File: config.mk
export PLATFORM = sky130hd
export DESIGN_NAME = cmp_pair_serializer
export DESIGN_NICKNAME = d
export VERILOG_FILES = /design/src/rtl/cps_pkg.sv /design/src/rtl/cps_count_enc.sv /design/src/rtl/cps_frame_ctrl.sv /design/src/rtl/cps_word_hold.sv /design/src/rtl/cps_bit_sel.sv /design/src/rtl/cmp_pair_serializer.sv
export SDC_FILE = /design/constraint.sdc
export NUM_CORES = 1
export LEC_CHECK = 0
export BUFFER_PORTS_ARGS = -buffer_cell sky130_fd_sc_hd__buf_2
export CORE_AREA = 4 4 41 43
export DETAILED_ROUTE_END_ITERATION = 10
export DIE_AREA = 0 0 45 47
export SLEW_MARGIN = 40
export SYNTH_ARGS = -nofsm -noshare
export SYNTH_HDL_FRONTEND = slang
export SYNTH_SLANG_ARGS = --single-unit
File: constraint.sdc
create_clock -name clk -period 1.9 [get_ports clk]
set_clock_uncertainty 0.1 [all_clocks]
set_input_delay 0.38 -clock clk [delete_from_list [all_inputs] [get_ports clk]]
set_output_delay 0.38 -clock clk [all_outputs]
set_load 0.005 [all_outputs]
File: src/rtl/cps_pkg.sv
package cps_pkg;
  function automatic int code_bits(input int ncmp);
    return $clog2(ncmp + 1);
  endfunction
endpackage

File: src/rtl/cps_count_enc.sv
module cps_count_enc #(
  parameter int NCMP = 3,
  localparam int CW = cps_pkg::code_bits(NCMP)
) (
  input  logic [NCMP-1:0] cmp,
  output logic [CW-1:0]   code
);
  always_comb begin
    code = '0;
    for (int i = 0; i < NCMP; i++) begin
      code = code + CW'(cmp[i]);
    end
  end
endmodule

File: src/rtl/cps_frame_ctrl.sv
module cps_frame_ctrl #(
  parameter int FBITS = 4,
  localparam int IW = $clog2(FBITS)
) (
  input  logic          clk,
  input  logic          rst_n,
  input  logic          stb,
  output logic          run,
  output logic [IW-1:0] idx
);
  localparam logic [IW-1:0] LAST = IW'(FBITS - 1);

  always_ff @(posedge clk) begin
    if (!rst_n) begin
      run <= 1'b0;
      idx <= '0;
    end else if (stb) begin
      run <= 1'b1;
      idx <= '0;
    end else if (run) begin
      idx <= (idx == LAST) ? '0 : idx + 1'b1;
    end
  end
endmodule

File: src/rtl/cps_word_hold.sv
module cps_word_hold #(
  parameter int FBITS = 4
) (
  input  logic             clk,
  input  logic             rst_n,
  input  logic             load,
  input  logic [FBITS-1:0] din,
  output logic [FBITS-1:0] word
);
  always_ff @(posedge clk) begin
    if (!rst_n) word <= '0;
    else if (load) word <= din;
  end
endmodule

File: src/rtl/cps_bit_sel.sv
module cps_bit_sel #(
  parameter int FBITS = 4,
  localparam int IW = $clog2(FBITS)
) (
  input  logic             run,
  input  logic [IW-1:0]    idx,
  input  logic [FBITS-1:0] word,
  output logic             bit_o,
  output logic             mark_o
);
  always_comb begin
    bit_o  = run ? word[IW'(FBITS - 1) - idx] : 1'b0;
    mark_o = run && (idx == '0);
  end
endmodule

File: src/rtl/cmp_pair_serializer.sv
module cmp_pair_serializer #(
  parameter int NCMP = 3
) (
  input  logic            clk,
  input  logic            rst_n,
  input  logic            frame_stb,
  input  logic [NCMP-1:0] ch0_cmp,
  input  logic [NCMP-1:0] ch1_cmp,
  output logic            ser_dat,
  output logic            frame_mark
);
  localparam int NCH   = 2;
  localparam int CW    = cps_pkg::code_bits(NCMP);
  localparam int FBITS = NCH * CW;
  localparam int IW    = $clog2(FBITS);

  logic [NCMP-1:0]  cmp_arr [NCH];
  logic [CW-1:0]    code_arr[NCH];
  logic [FBITS-1:0] word_d, word_q;
  logic             run;
  logic [IW-1:0]    idx;

  assign cmp_arr[0] = ch0_cmp;
  assign cmp_arr[1] = ch1_cmp;

  for (genvar c = 0; c < NCH; c++) begin : g_ch
    cps_count_enc #(.NCMP(NCMP)) u_enc (.cmp(cmp_arr[c]), .code(code_arr[c]));
    assign word_d[FBITS-1-c*CW -: CW] = code_arr[c];
  end

  cps_word_hold #(.FBITS(FBITS)) u_hold (
    .clk(clk), .rst_n(rst_n), .load(frame_stb), .din(word_d), .word(word_q)
  );

  cps_frame_ctrl #(.FBITS(FBITS)) u_ctrl (
    .clk(clk), .rst_n(rst_n), .stb(frame_stb), .run(run), .idx(idx)
  );

  cps_bit_sel #(.FBITS(FBITS)) u_sel (
    .run(run), .idx(idx), .word(word_q), .bit_o(ser_dat), .mark_o(frame_mark)
  );
endmodule

==> qor.yml <==
powerDensity_mw_per_mm2: 734.4
crit_path_end_kind: "output port"
root_buffer: "clkbuf_4"
avgSynthCellArea_um2: 11.42
grt_use_total_pct: 6.847
layout_min_cycle_time_ns: 1.834
rsz0062_at_grt: "no"
grt_overflow: 0
hold_buffers: 0
antenna_found_initial: 0
io_buffers: 10
cp-start-kind: "flop"
p_switching_uw: 75.20
ys.warnings.count: 0
ir_drop_v: 0.0002839
final_util_pct: 35.29
fp.dieW_um: 45
tns_ns: 0
critPathKind: "flop to output port"
cp_cell_sequence: "mux4_2, and2_1, buf_2"
fmax_mhz: 545.3
crit_arrival_ns: 1.35
synthesis.nets: 45
die_h_um: 47
vias: 254
areaGrowthSynthToFinish_pct: 25.68
grt_first_pass_wirelength_um: 1028
slew_violations: 0
worst_pin_slew_ns: 0.1865
finalNetCount: 59
crit_required_ns: 1.42
critPathBufInv: 1
post_synth_num_cell_types: 14
slew_headroom_pct: 87.55
p_leak_nw: 0.2056
crit_fanout: 4
clk_path_buf_depth: 2
cts_tree: "done"
combPwrFrac_pct: 13.3
route.detailed.drc: 0
die-area_mm2: 0.002115
viasPerCell: 4.233
outcome: "complete, no violations"
fill_cells: 143
path_clk_slew_ns: 0.05
insertion_delay_ns: 0.24
layout-drive-gt1-share_pct: 33.33
seq_area_frac_synth_pct: 38.36
dr.pass1.iters: 2
initial_core_util_pct: 28.08
clkPwrFrac_pct: 38.4
p_int_uw: 262.0
max_cap_viol_count: 0
cts_setup_buffers: 0
min_path_type: "primary input to flop"
grt_pass1_vias: 265
grt_max_degree: 7
critPathTopFamily: "multiplexers"
htree_num_levels: 1
syn_area_um2: 365.4
power_frac_seq_pct: 48.3
post-dp-hpwl_um: 491.9
core-area_mm2: 0.001301
synth_seq_cells: 7
multiInputGateArea_um2: 212.7
setup_viol: 0
cp_slowest_cell: "mux4_2"
timing.final.crit_share_pct: 96.52
place.gp.congestion: 0.6376
cts_sinks: 7
num_io_pins: 11
syn_inst: 32
wl_um: 602
routedWlPerCell_um: 10.03
regArea_um2: 143.9
hold_violations: 0
drt-initial-drc-count: 1
core.rowCount: 13
cts_buffers: 3
worst_path_largest_cell_delay_ns: 0.48
ant_nets: 0
antenna_cells: 0
switching_share_pct: 22.30
==> power groups by stage <==
stage	logic, mW	registers (mW)	clock network [mW]
after floorplan	0.0292	0.164	0
after global placement	0.0444	0.167	0
after detailed placement	0.0458	0.167	0
after CTS	0.0459	0.164	0.136
after global routing	0.0509	0.164	0.143
final	0.0450	0.163	0.129
==> layout make-up <==
class	count	share of cell area, %
Sequential cell	7	31.34
Timing Repair Buffer	10	10.90
Multi-Input combinational cell	22	46.32
Tap cell	15	4.087
Clock buffer	4	5.722
Inverter	2	1.635
==> synthesized netlist by cell type <==
cell / number / area (um^2)
o21a_1: 1 / 7.510
fa_1: 2 / 40.04
inv_1: 2 / 7.510
a21oi_1: 1 / 5.000
and2_1: 2 / 12.51
nand2b_1: 2 / 12.51
nor2_1: 1 / 3.750
nor2b_1: 4 / 25.02
mux2i_1: 5 / 50.05
dfxtp_1: 7 / 140.1
or3b_1: 1 / 8.760
buf_2: 1 / 5.000
ha_1: 2 / 25.02
mux4_2: 1 / 22.52
==> flip-flops by register name (all words and copies together), names as in the netlist <==
signal and count:
u_ctrl.idx 2, u_ctrl.run 1, u_hold.word 4
==> cell usage in the layout, fill, tap and decap left out <==
cell	count
dfxtp_1	6
inv_1	2
and2_1	2
buf_2	10
nand2b_1	2
nor2_1	1
clkbuf_1	1
mux2i_1	5
fa_1	2
o21a_1	1
dfxtp_4	1
or3b_1	1
nor2b_1	4
mux4_2	1
a21oi_1	1
clkbuf_4	3
ha_1	2
==> routing by layer <==
layer | global-route usage, % | share of wire [%] | vias to the layer above
met5 | 0 | 0 | -
met4 | 3.509 | 0 | 0
met3 | 2.299 | 4.5 | 0
met2 | 10.73 | 54 | 4
met1 | 8.372 | 42 | 119
li1 | - | - | 131
==> per-stage QoR <==
step                      power, mW  hold slack [ns]  instance area (um^2)  instances  setup WS, ns
after floorplan              0.1936           0.3768                 365.4         32        0.4016
after global placement       0.2117           0.4074                 429.2         56        0.2901
after detailed placement     0.2129           0.4118                 429.2         56        0.2621
after CTS                    0.3457           0.3154                 456.7         60       0.04430
after global routing         0.3583           0.3239                 459.2         60      0.003914
final                        0.3372           0.3265                 459.2         60       0.06619
==> repair_timing <==
| item | in CTS | in global routing |
|---|---|---|
| cloned | 0 | 0 |
| endpoints found under the setup margin | 1 | 1 |
| gates resized for setup | 1 | 1 |
==> logic make-up after synthesis <==
family / synth area share [%]
DFF: 38.35
buffers and inverters: 3.424
AOI/OAI and AO/OA: 3.424
adders and majority gates: 17.81
and+or+nand+nor: 17.12
muxes: 19.86
==> path summary, 6_finish.rpt <==
check                              startpoint                           to  slack [ns]  cells after the start
hold reg to reg   u_hold.word[0]$_SDFFE_PN0P_  u_hold.word[0]$_SDFFE_PN0P_        0.42                      2
setup reg to reg   u_ctrl.idx[0]$_SDFFE_PP0P_   u_ctrl.idx[0]$_SDFFE_PP0P_        0.73                      3
hold / removal                          rst_n      u_ctrl.run$_SDFFE_PN0P_        0.33                      2
setup / recovery   u_ctrl.idx[1]$_SDFFE_PP0P_                      ser_dat        0.07                      3
Note: power is estimated with default switching activity, not from simulation.
